`src/rtl/osr_rx_pkg.sv`:
```
package osr_rx_pkg;

  localparam int MAX_BITS = 9;

  typedef enum logic [1:0] {
    ST_IDLE,
    ST_START,
    ST_DATA,
    ST_STOP
  } rx_state_e;

  typedef struct packed {
    logic                ferr;
    logic [MAX_BITS-1:0] data;
  } rx_char_t;

endpackage

```
`src/rtl/osr_rx_sync.sv`:
```
module osr_rx_sync #(
  parameter int STAGES = 2
) (
  input  logic clk,
  input  logic rst_n,
  input  logic d_i,
  output logic q_o
);

  logic [STAGES-1:0] chain_q;

  generate
    for (genvar i = 0; i < STAGES; i++) begin : g_stage
      if (i == 0) begin : g_first
        always_ff @(posedge clk or negedge rst_n) begin
          if (!rst_n) chain_q[i] <= 1'b1;
          else        chain_q[i] <= d_i;
        end
      end else begin : g_next
        always_ff @(posedge clk or negedge rst_n) begin
          if (!rst_n) chain_q[i] <= 1'b1;
          else        chain_q[i] <= chain_q[i-1];
        end
      end
    end
  endgenerate

  assign q_o = chain_q[STAGES-1];

endmodule

```
`src/rtl/osr_rx_core.sv`:
```
module osr_rx_core
  import osr_rx_pkg::*;
#(
  parameter int OSR        = 16,
  parameter int SAMPLE_MID = 8
) (
  input  logic     clk,
  input  logic     rst_n,
  input  logic     active_i,
  input  logic     hold_i,
  input  logic     tick_i,
  input  logic     rx_i,
  input  logic     nine_i,
  output logic     push_o,
  output rx_char_t char_o
);

  localparam int CW     = $clog2(OSR);
  localparam int BW     = $clog2(MAX_BITS + 1);
  localparam int SMP_LO = SAMPLE_MID - 1;
  localparam int SMP_HI = SAMPLE_MID + 1;

  rx_state_e           state_q, state_d;
  logic [CW-1:0]       cnt_q, cnt_d;
  logic [BW-1:0]       bit_q, bit_d;
  logic [MAX_BITS-1:0] sh_q, sh_d;
  logic [1:0]          smp_q, smp_d;
  logic                last_q, last_d;
  logic                maj;
  logic [BW-1:0]       last_idx;
  logic                at_hi, at_end;

  assign maj      = (smp_q[1] & smp_q[0]) | (smp_q[1] & rx_i) | (smp_q[0] & rx_i);
  assign last_idx = nine_i ? BW'(MAX_BITS - 1) : BW'(MAX_BITS - 2);
  assign at_hi    = (cnt_q == CW'(SMP_HI));
  assign at_end   = (cnt_q == CW'(OSR - 1));

  always_comb begin
    state_d = state_q;
    cnt_d   = cnt_q;
    bit_d   = bit_q;
    sh_d    = sh_q;
    smp_d   = smp_q;
    last_d  = last_q;
    push_o  = 1'b0;
    if (!active_i) begin
      state_d = ST_IDLE;
      cnt_d   = '0;
      bit_d   = '0;
      last_d  = 1'b1;
    end else if (tick_i) begin
      last_d = rx_i;
      if (cnt_q == CW'(SMP_LO) || cnt_q == CW'(SAMPLE_MID))
        smp_d = {smp_q[0], rx_i};
      unique case (state_q)
        ST_IDLE: begin
          cnt_d = '0;
          if (!hold_i && last_q && !rx_i) begin
            state_d = ST_START;
            cnt_d   = CW'(1);
          end
        end
        ST_START: begin
          cnt_d = cnt_q + CW'(1);
          if (at_hi && maj) begin
            state_d = ST_IDLE;
            cnt_d   = '0;
          end else if (at_end) begin
            state_d = ST_DATA;
            cnt_d   = '0;
            bit_d   = '0;
          end
        end
        ST_DATA: begin
          cnt_d = cnt_q + CW'(1);
          if (at_hi) sh_d = {maj, sh_q[MAX_BITS-1:1]};
          if (at_end) begin
            cnt_d = '0;
            if (bit_q == last_idx) state_d = ST_STOP;
            else                   bit_d   = bit_q + BW'(1);
          end
        end
        ST_STOP: begin
          cnt_d = cnt_q + CW'(1);
          if (at_hi) begin
            push_o  = ~hold_i;
            state_d = ST_IDLE;
            cnt_d   = '0;
          end
        end
        default: state_d = ST_IDLE;
      endcase
    end
  end

  assign char_o.ferr = ~maj;
  assign char_o.data = nine_i ? sh_q : {1'b0, sh_q[MAX_BITS-1:1]};

  always_ff @(posedge clk or negedge rst_n) begin
    if (!rst_n) begin
      state_q <= ST_IDLE;
      cnt_q   <= '0;
      bit_q   <= '0;
      sh_q    <= '0;
      smp_q   <= 2'b11;
      last_q  <= 1'b1;
    end else begin
      state_q <= state_d;
      cnt_q   <= cnt_d;
      bit_q   <= bit_d;
      sh_q    <= sh_d;
      smp_q   <= smp_d;
      last_q  <= last_d;
    end
  end


  state_tick_chk: assert property (@(posedge clk) disable iff (!rst_n)
    (!tick_i && active_i) |=> $stable(state_q));


  hold_idle_chk: assert property (@(posedge clk) disable iff (!rst_n)
    (hold_i && active_i && state_q == ST_IDLE) |=> (state_q == ST_IDLE));


  inactive_idle_chk: assert property (@(posedge clk) disable iff (!rst_n)
    !active_i |=> (state_q == ST_IDLE));

endmodule

```
`src/rtl/osr_rx_fifo.sv`:
```
module osr_rx_fifo #(
  parameter int DEPTH = 2,
  parameter int W     = 10
) (
  input  logic         clk,
  input  logic         rst_n,
  input  logic         clr_i,
  input  logic         push_i,
  input  logic [W-1:0] din_i,
  input  logic         pop_i,
  input  logic         ovr_clr_i,
  output logic [W-1:0] dout_o,
  output logic         avail_o,
  output logic         ovr_o
);

  localparam int PW = (DEPTH > 1) ? $clog2(DEPTH) : 1;
  localparam int NW = $clog2(DEPTH + 1);

  logic [W-1:0]  mem_q [DEPTH];
  logic [PW-1:0] rd_q, rd_d, wr_q, wr_d;
  logic [NW-1:0] cnt_q, cnt_d;
  logic          ovr_q, ovr_d;
  logic          full, pop_ok, wr_en, ovf;

  function automatic logic [PW-1:0] nxt(input logic [PW-1:0] p);
    return (p == PW'(DEPTH - 1)) ? '0 : p + PW'(1);
  endfunction

  assign full   = (cnt_q == NW'(DEPTH));
  assign pop_ok = pop_i && (cnt_q != '0);
  assign wr_en  = push_i && !ovr_q && (!full || pop_ok);
  assign ovf    = push_i && !ovr_q && full && !pop_ok;

  always_comb begin
    rd_d  = rd_q;
    wr_d  = wr_q;
    cnt_d = cnt_q;
    ovr_d = ovr_q;
    if (clr_i) begin
      rd_d  = '0;
      wr_d  = '0;
      cnt_d = '0;
      ovr_d = 1'b0;
    end else begin
      if (pop_ok) rd_d = nxt(rd_q);
      if (wr_en)  wr_d = nxt(wr_q);
      if (wr_en && !pop_ok)      cnt_d = cnt_q + NW'(1);
      else if (!wr_en && pop_ok) cnt_d = cnt_q - NW'(1);
      if (ovf)            ovr_d = 1'b1;
      else if (ovr_clr_i) ovr_d = 1'b0;
    end
  end

  always_ff @(posedge clk or negedge rst_n) begin
    if (!rst_n) begin
      rd_q  <= '0;
      wr_q  <= '0;
      cnt_q <= '0;
      ovr_q <= 1'b0;
    end else begin
      rd_q  <= rd_d;
      wr_q  <= wr_d;
      cnt_q <= cnt_d;
      ovr_q <= ovr_d;
    end
  end

  always_ff @(posedge clk) begin
    if (wr_en && !clr_i) mem_q[wr_q] <= din_i;
  end

  assign dout_o  = mem_q[rd_q];
  assign avail_o = (cnt_q != '0);
  assign ovr_o   = ovr_q;


  cnt_bound_chk: assert property (@(posedge clk) disable iff (!rst_n)
    cnt_q <= NW'(DEPTH));


  empty_pop_chk: assert property (@(posedge clk) disable iff (!rst_n)
    (pop_i && cnt_q == '0 && !push_i && !clr_i) |=> (cnt_q == '0));


  ovf_set_chk: assert property (@(posedge clk) disable iff (!rst_n)
    (push_i && full && !pop_i && !clr_i) |=> (ovr_q && $stable(cnt_q)));


  clr_empty_chk: assert property (@(posedge clk) disable iff (!rst_n)
    clr_i |=> (cnt_q == '0 && !ovr_q));

endmodule

```
`src/rtl/osr_uart_rx.sv`:
```
module osr_uart_rx
  import osr_rx_pkg::*;
#(
  parameter int OSR         = 16,
  parameter int SAMPLE_MID  = 8,
  parameter int FIFO_DEPTH  = 2,
  parameter int SYNC_STAGES = 2
) (
  input  logic                clk,
  input  logic                rst_n,
  input  logic                rx_i,
  input  logic                tick16_i,
  input  logic                rx_en_i,
  input  logic                port_en_i,
  input  logic                sync_mode_i,
  input  logic                nine_bit_i,
  input  logic                rd_i,
  input  logic                ovr_clr_i,
  output logic [MAX_BITS-1:0] head_data_o,
  output logic                head_ferr_o,
  output logic                avail_o,
  output logic                overrun_o
);

  localparam int CHW = $bits(rx_char_t);

  logic     rst_meta_q, rst_sync_q;
  logic     rx_s, active, push;
  rx_char_t char_in, char_head;
  logic     ovr;

  always_ff @(posedge clk or negedge rst_n) begin
    if (!rst_n) begin
      rst_meta_q <= 1'b0;
      rst_sync_q <= 1'b0;
    end else begin
      rst_meta_q <= 1'b1;
      rst_sync_q <= rst_meta_q;
    end
  end

  assign active = rx_en_i & port_en_i & ~sync_mode_i;

  osr_rx_sync #(.STAGES(SYNC_STAGES)) u_sync (
    .clk   (clk),
    .rst_n (rst_sync_q),
    .d_i   (rx_i),
    .q_o   (rx_s)
  );

  osr_rx_core #(.OSR(OSR), .SAMPLE_MID(SAMPLE_MID)) u_core (
    .clk      (clk),
    .rst_n    (rst_sync_q),
    .active_i (active),
    .hold_i   (ovr),
    .tick_i   (tick16_i),
    .rx_i     (rx_s),
    .nine_i   (nine_bit_i),
    .push_o   (push),
    .char_o   (char_in)
  );

  osr_rx_fifo #(.DEPTH(FIFO_DEPTH), .W(CHW)) u_fifo (
    .clk       (clk),
    .rst_n     (rst_sync_q),
    .clr_i     (~active),
    .push_i    (push),
    .din_i     (char_in),
    .pop_i     (rd_i),
    .ovr_clr_i (ovr_clr_i),
    .dout_o    (char_head),
    .avail_o   (avail_o),
    .ovr_o     (ovr)
  );

  assign head_data_o = char_head.data;
  assign head_ferr_o = char_head.ferr;
  assign overrun_o   = ovr;


  inactive_out_chk: assert property (@(posedge clk) disable iff (!rst_sync_q)
    !active |=> (!avail_o && !overrun_o));


  ovr_sticky_chk: assert property (@(posedge clk) disable iff (!rst_sync_q)
    (overrun_o && active && !ovr_clr_i) |=> overrun_o);

endmodule

```
`config.mk`:
```
export PLATFORM = sky130hd
export DESIGN_NAME = osr_uart_rx
export DESIGN_NICKNAME = d
export VERILOG_FILES = /design/src/rtl/osr_rx_pkg.sv /design/src/rtl/osr_rx_sync.sv /design/src/rtl/osr_rx_core.sv /design/src/rtl/osr_rx_fifo.sv /design/src/rtl/osr_uart_rx.sv
export SDC_FILE = /design/constraint.sdc
export NUM_CORES = 1
export LEC_CHECK = 0
export CORE_UTILIZATION = 50
export DETAILED_ROUTE_END_ITERATION = 7
export PLACE_DENSITY = 0.81
export SYNTH_ARGS = -nofsm -noshare
export SYNTH_HDL_FRONTEND = slang
export SYNTH_SLANG_ARGS = --single-unit
```
`constraint.sdc`:
```
create_clock -name clk -period 4.1 [get_ports clk]
set_clock_uncertainty 0.2 [all_clocks]
set_input_delay 1.23 -clock clk [delete_from_list [all_inputs] [get_ports clk]]
set_output_delay 1.23 -clock clk [all_outputs]
set_load 0.01 [all_outputs]
```
# Word level (Yosys, flattened, before mapping)

Memory sizes are Yosys's and may differ from the RTL's.
Index checks and enable logic that the tools add are counted.

Flip-flop bits (word level): 31
Bits in writable memories: 20
Output and inout port bits: 12
Memories: 1

Memories:

| name         | depth | width | read ports | clocked after memory_dff | write ports | RTL line          | source |
|---|---|---|---|---|---|---|---|
| u_fifo.mem_q | 2     | 10    | 1          | 0                        | 1           | osr_rx_fifo.sv:20 | `logic [W-1:0] mem_q [DEPTH];` |

$add $sub $neg: 6
Equal/unequal tests: 23
Mux-type cells: 45
Bitwise logic cells: 10
Reduce and logical (&&, ||, !) cells: 24

Operator list:

| operator            | number |
|---|---|
| $mux 4              | 12 |
| $ne 3x3->1 const B  | 8 |
| $mux 2              | 11 |
| $mux 1              | 18 |
| $pmux 4 s4          | 1 |
| $eq 4x4->1 const B  | 3 |
| $reduce_and 6->1    | 2 |
| $logic_and 1x1->1   | 11 |
| $mux 9              | 1 |
| $add 4x1->4 const B | 2 |
| $pmux 2 s4          | 1 |
| $pmux 4 s2          | 1 |
| $eq 2x2->1 const B  | 3 |
| $and 1x1->1         | 5 |
| $logic_not 1->1     | 5 |
| $eq 4x3->1 const B  | 1 |
| $eq 4x4->1          | 1 |
| $ne 2x1->1 const B  | 2 |
| $ne 4x4->1 const B  | 1 |
| $reduce_and 4->1    | 1 |
| $ne 3x1->1 const B  | 1 |
| $ne 3x2->1 const B  | 1 |
| $not 1->1           | 3 |
| $reduce_and 3->1    | 1 |
| 9 further kinds     | 12 |

# Logic depth before layout (Yosys ltp)

Depth in word-level cells: 12
Depth in mapped cells: 7

# Hierarchy

Synthesis repeated with hierarchy kept, for this count alone.

Cell total of the unflattened synthesis: 214
Area total of the unflattened synthesis: 2,582.5 sq um

By module, submodules not included:

| module      | times used | cells an instance | area each (sq um) |
|---|---|---|---|
| osr_rx_core | 1          | 145               | 1,428.9 |
| osr_rx_fifo | 1          | 62                | 1,031.0 |
| osr_uart_rx | 1          | 5                 | 70.1 |
| osr_rx_sync | 1          | 2                 | 52.6 |

# Worst setup path before layout

No wires, ideal clock.

Path type: in2reg
From: in sync_mode_i
To: mem u_fifo.mem_q[0][0] (enable)
Library setup time: 0.376 ns
Arrival time: 2.478 ns
Required time: 3.524 ns
Setup slack: 1.046 ns
Cell stages on the path: 4
Path buffers: 0
Path through: nand4b_1 -> nor4_4 -> nand2_1 -> nor2_1

Longest elaborated chain between the ends: 8

Ends and longest elaborated chain:

| element                          | RTL line          | source |
|---|---|---|
| start, declared                  | osr_uart_rx.sv:15 | `input logic sync_mode_i,` |
| $not 1->1 (*)                    | osr_uart_rx.sv:42 | `assign active = rx_en_i & port_en_i & ~sync_mode_i;` |
| $and 1x1->1 (*)                  | osr_uart_rx.sv:42 |  |
| $mux 1                           | osr_rx_core.sv:46 | `if (!active_i) begin` |
| $logic_and 1x1->1 (2 in series)  | osr_rx_fifo.sv:32 | `assign wr_en = push_i && !ovr_q && (!full \|\| pop_ok);` |
| $logic_and 1x1->1 (*)            | osr_rx_fifo.sv:70 | `if (wr_en && !clr_i) mem_q[wr_q] <= din_i;` |
| $mux 1 (*)                       | osr_rx_fifo.sv:70 |  |
| $mux 1 (implied by the code) (*) | osr_rx_fifo.sv:70 |  |
| end, declared                    | osr_rx_fifo.sv:20 |  |

Every way passes the cells marked *; elsewhere a longest branch is shown, timed or not.

# Worst setup path in the final report

From: reg u_fifo.rd_q
To: out head_data_o[3]

Longest elaborated chain between the ends: 1

Ends and longest elaborated chain:

| element                | RTL line          | source |
|---|---|---|
| start, declared        | osr_rx_fifo.sv:21 | `logic [PW-1:0] rd_q, rd_d, wr_q, wr_d;` |
| start signal, assigned | osr_rx_fifo.sv:62 | `rd_q <= rd_d;` |
| $mem_v2 2x10           | n/a               |  |
| end, declared          | osr_uart_rx.sv:19 | `output logic [MAX_BITS-1:0] head_data_o,` |

No other way between the ends.

==> flow_summary.yaml <==
timing:
  fmax_ghz: 0.309
  setup_viol: 0
  worst_slew_pin_slew_ns: 0.520
  slew_viol_final: 0
  fin_crit_ns: 3.24
  setup_slack_ns: 0.862
  fin_crit_sh: 0.790
  final_hold_viol_count: 0
  rsz0062_at_grt: "false"
  relSlewSlack: 0.649
  tns_ns: 0
synthesis:
  synth_compound_area_frac: 0.0841
  synth-xor-area-share: 0.00709
  synth_cell_types: 43
  yosysWarnings: 0
  synth_area_sq_um: 2470
  ys.flop_type: "dfrtp_1"
  synthAdderAreaFrac: 0.0248
  synthCells: 201
  synth_fp_nets: 215
  synth_edf_count: 20
  netlist_top_cells_area: "dfrtp_1 26%, edfxtp_1 24%, mux2_2 13%"
  ys_async_sr_fraction: 0.608
  ys_top_cells_by_count: "28 x mux2_2, 26 x dfrtp_1, 20 x edfxtp_1"
  ys_seq_area_frac: 0.560
  synth_top_area_cell: "dfrtp_1"
  ys_ff_latch: 51
  synth_top_family_by_area: "simple AND/OR/NAND/NOR gates"
  yosys.cell_count.top_type: "mux2_2"
  synth_top_cell_area_share: 0.263
  synthMuxAreaShare: 0.140
  postSynthAreaPerCell_sq_um: 12.3
  synth_simple_gate_area_frac: 0.162
setup_path:
  reg2reg_depth: 5
  critPathArrivalTime_ns: 1.81
  critPathTopFamily: "flip-flops"
  cp_cell_sequence: "mux2_2 > clkdlybuf4s50_1"
  path_class: "reg -> out"
  cp.depth: 2
  cpPeakStageDelay_ns: 0.64
  slowest_stage: "dfrtp_1"
  end_kind: "output port"
  startpoint_type: "flip-flop"
  cp.required_ns: 2.67
  cp_max_fo: 11
  critPathBufInv: 1
floorplanning:
  initial_core_util: 0.523
  fp.dieH_microns: 72.3
  placementRows: 25
  dieArea_sq_um: 5230
  die_w_microns: 72.3
  ios: 22
  core_area_sq_um: 4720
pwr:
  max-vdd-ir-drop_mv: 0.256
  cellPowerDensity_nw_per_um2: 320
  p_leak_nw: 1.15
clocking:
  cts_tree: "built"
  htreeDepth: 2
  cts_buffers: 5
  cts_resized: 0
  cts-root-buf: "clkbuf_8"
  clk_pin_slew_ns: 0.09
  clock-sinks: 51
  ctsHoldBuffers: 0
  insertion_delay_ns: 0.30
  postCtsSetupBuffers: 0
  clk_path_buf_depth: 2
detailed_routing:
  initialDrtViolationCount: 96
  routedWlPerCell_microns: 13.8
  vias: 1604
  totalWireLength_microns: 4040
  via_per_inst: 5.47
  post-route-drc-count: 0
  dr.pass1.iters: 4
  postRouteAntennaNets: 0
place:
  io_buffers: 21
  placed_cells: 285
  placed_area_sq_um: 2760
  dpl.hpwl_microns: 2890
  gp_congestion: 0.816
  pre_cts_ws_ns: 0.618
global_routing:
  antenna_found_initial: 0
  grt_pass1_vias: 1593
  grt_pass1_wl_microns: 7010
  track_usage: 0.178
  grt_remaining_overflow: 0
  grt_max_degree: 30
hold_path:
  hold_path.class: "reg -> async"
layout:
  fin_cells: 293
  antenna_cells: 0
  area.growth.synth_to_final_pct: 16.3
  fin_nets: 239
  nFillCells: 385
  postLayoutCellArea_sq_um: 2870
  drive_gt1_frac: 0.230
status:
  status: "complete, no violations"
run:
  cap_violations: 0
[layout make-up]
cell class / instances / area (sq um) / share of cell area
Sequential cell: 51 / 1380 / 0.481
Multi-Input combinational cell: 137 / 1030 / 0.360
Timing Repair Buffer: 24 / 233 / 0.0810
Tap cell: 67 / 83.8 / 0.0292
Clock buffer: 5 / 68.8 / 0.0240
Clock inverter: 3 / 46.3 / 0.0161
Inverter: 6 / 22.5 / 0.00784
[logic make-up (layout without fill, tap and decap cells)]
group / after synthesis / after routing
DFF: 51 / 51
AOI/OAI and AO/OA: 32 / 32
muxes: 31 / 31
buffers and inverters: 13 / 38
adders and majority gates: 5 / 5
and+or+nand+nor: 66 / 66
xor gates and xnor gates: 2 / 2
other: 1 / 1
[worst register-to-register path, stage by stage (launching register included)]
cell      delay, ns
dfrtp_1        0.42
inv_1          0.09
ha_1           0.24
nand3b_4       0.11
nor4_4         0.40
and3_1         0.51
[routing by layer]
metal,up-vias,part of all wire,GRT usage,wire length (microns)
met2,35,0.50,0.300,2040
met1,774,0.44,0.214,1800
met3,5,0.035,0.0486,142
met5,-,0,0,0
li1,790,-,-,-
met4,0,0.016,0.0806,65
[worst paths after layout]
kind / from / endpoint / slack [ns]
worst max-delay path: u_fifo.rd_q / head_data_o[3] / 0.86
worst min-delay path: rst_sync_q / u_core.state_q[1] / 0.06
worst max register to register: u_core.cnt_q[1] / u_fifo.mem_q[1][7] / 1.78
worst min register to register: rst_sync_q / u_core.state_q[1] / 0.06
max in group asynchronous: rst_n / rst_sync_q / 2.71
min in group clk: u_sync.chain_q[0] / u_sync.q_o / 0.16
[state kept, by name, indices dropped and copies added (netlist names), 2 cells and up]
signal,cells
u_core.smp_q,2
u_core.sh_q,9
u_fifo.mem_q,20
u_core.bit_q,4
u_core.cnt_q,4
u_core.state_q,2
u_fifo.cnt_q,2
[stage by stage]
step | utilization | hold WS (ns) | total power [W]
2_1_floorplan | - | 0.131 | 0.000560
3_3_place_gp | 0.584 | 0.0540 | 0.000575
3_5_place_dp | 0.584 | 0.0661 | 0.000576
4_1_cts | 0.608 | 0.0719 | 0.000927
5_1_grt | 0.608 | 0.0920 | 0.000955
6_report | 0.608 | 0.0554 | 0.000917
[cells in the final DEF, fill, tap and decap left out, drive strengths merged, types with 5 or more instances in the layout]
cell and instances:
a21oi 8, dfrtp 26, clkbuf 5, nand3 10, nand3b 7, clkdlybuf4s50 21, o21ai 10, edfxtp 20
nor2 11, nand2 16, dfstp 5, inv 7, mux2 28
[where the power goes]
part | internal (W) | switching, W | total, W | leakage (nW)
sequential | 0.000530 | 0.00000181 | 0.000532 | 0.586
combinational | 0.0000151 | 0.0000182 | 0.0000333 | 0.507
clock | 0.000184 | 0.000168 | 0.000352 | 0.0548
total | 0.000729 | 0.000188 | 0.000917 | 1.15
(Power assumes the default switching activity.)
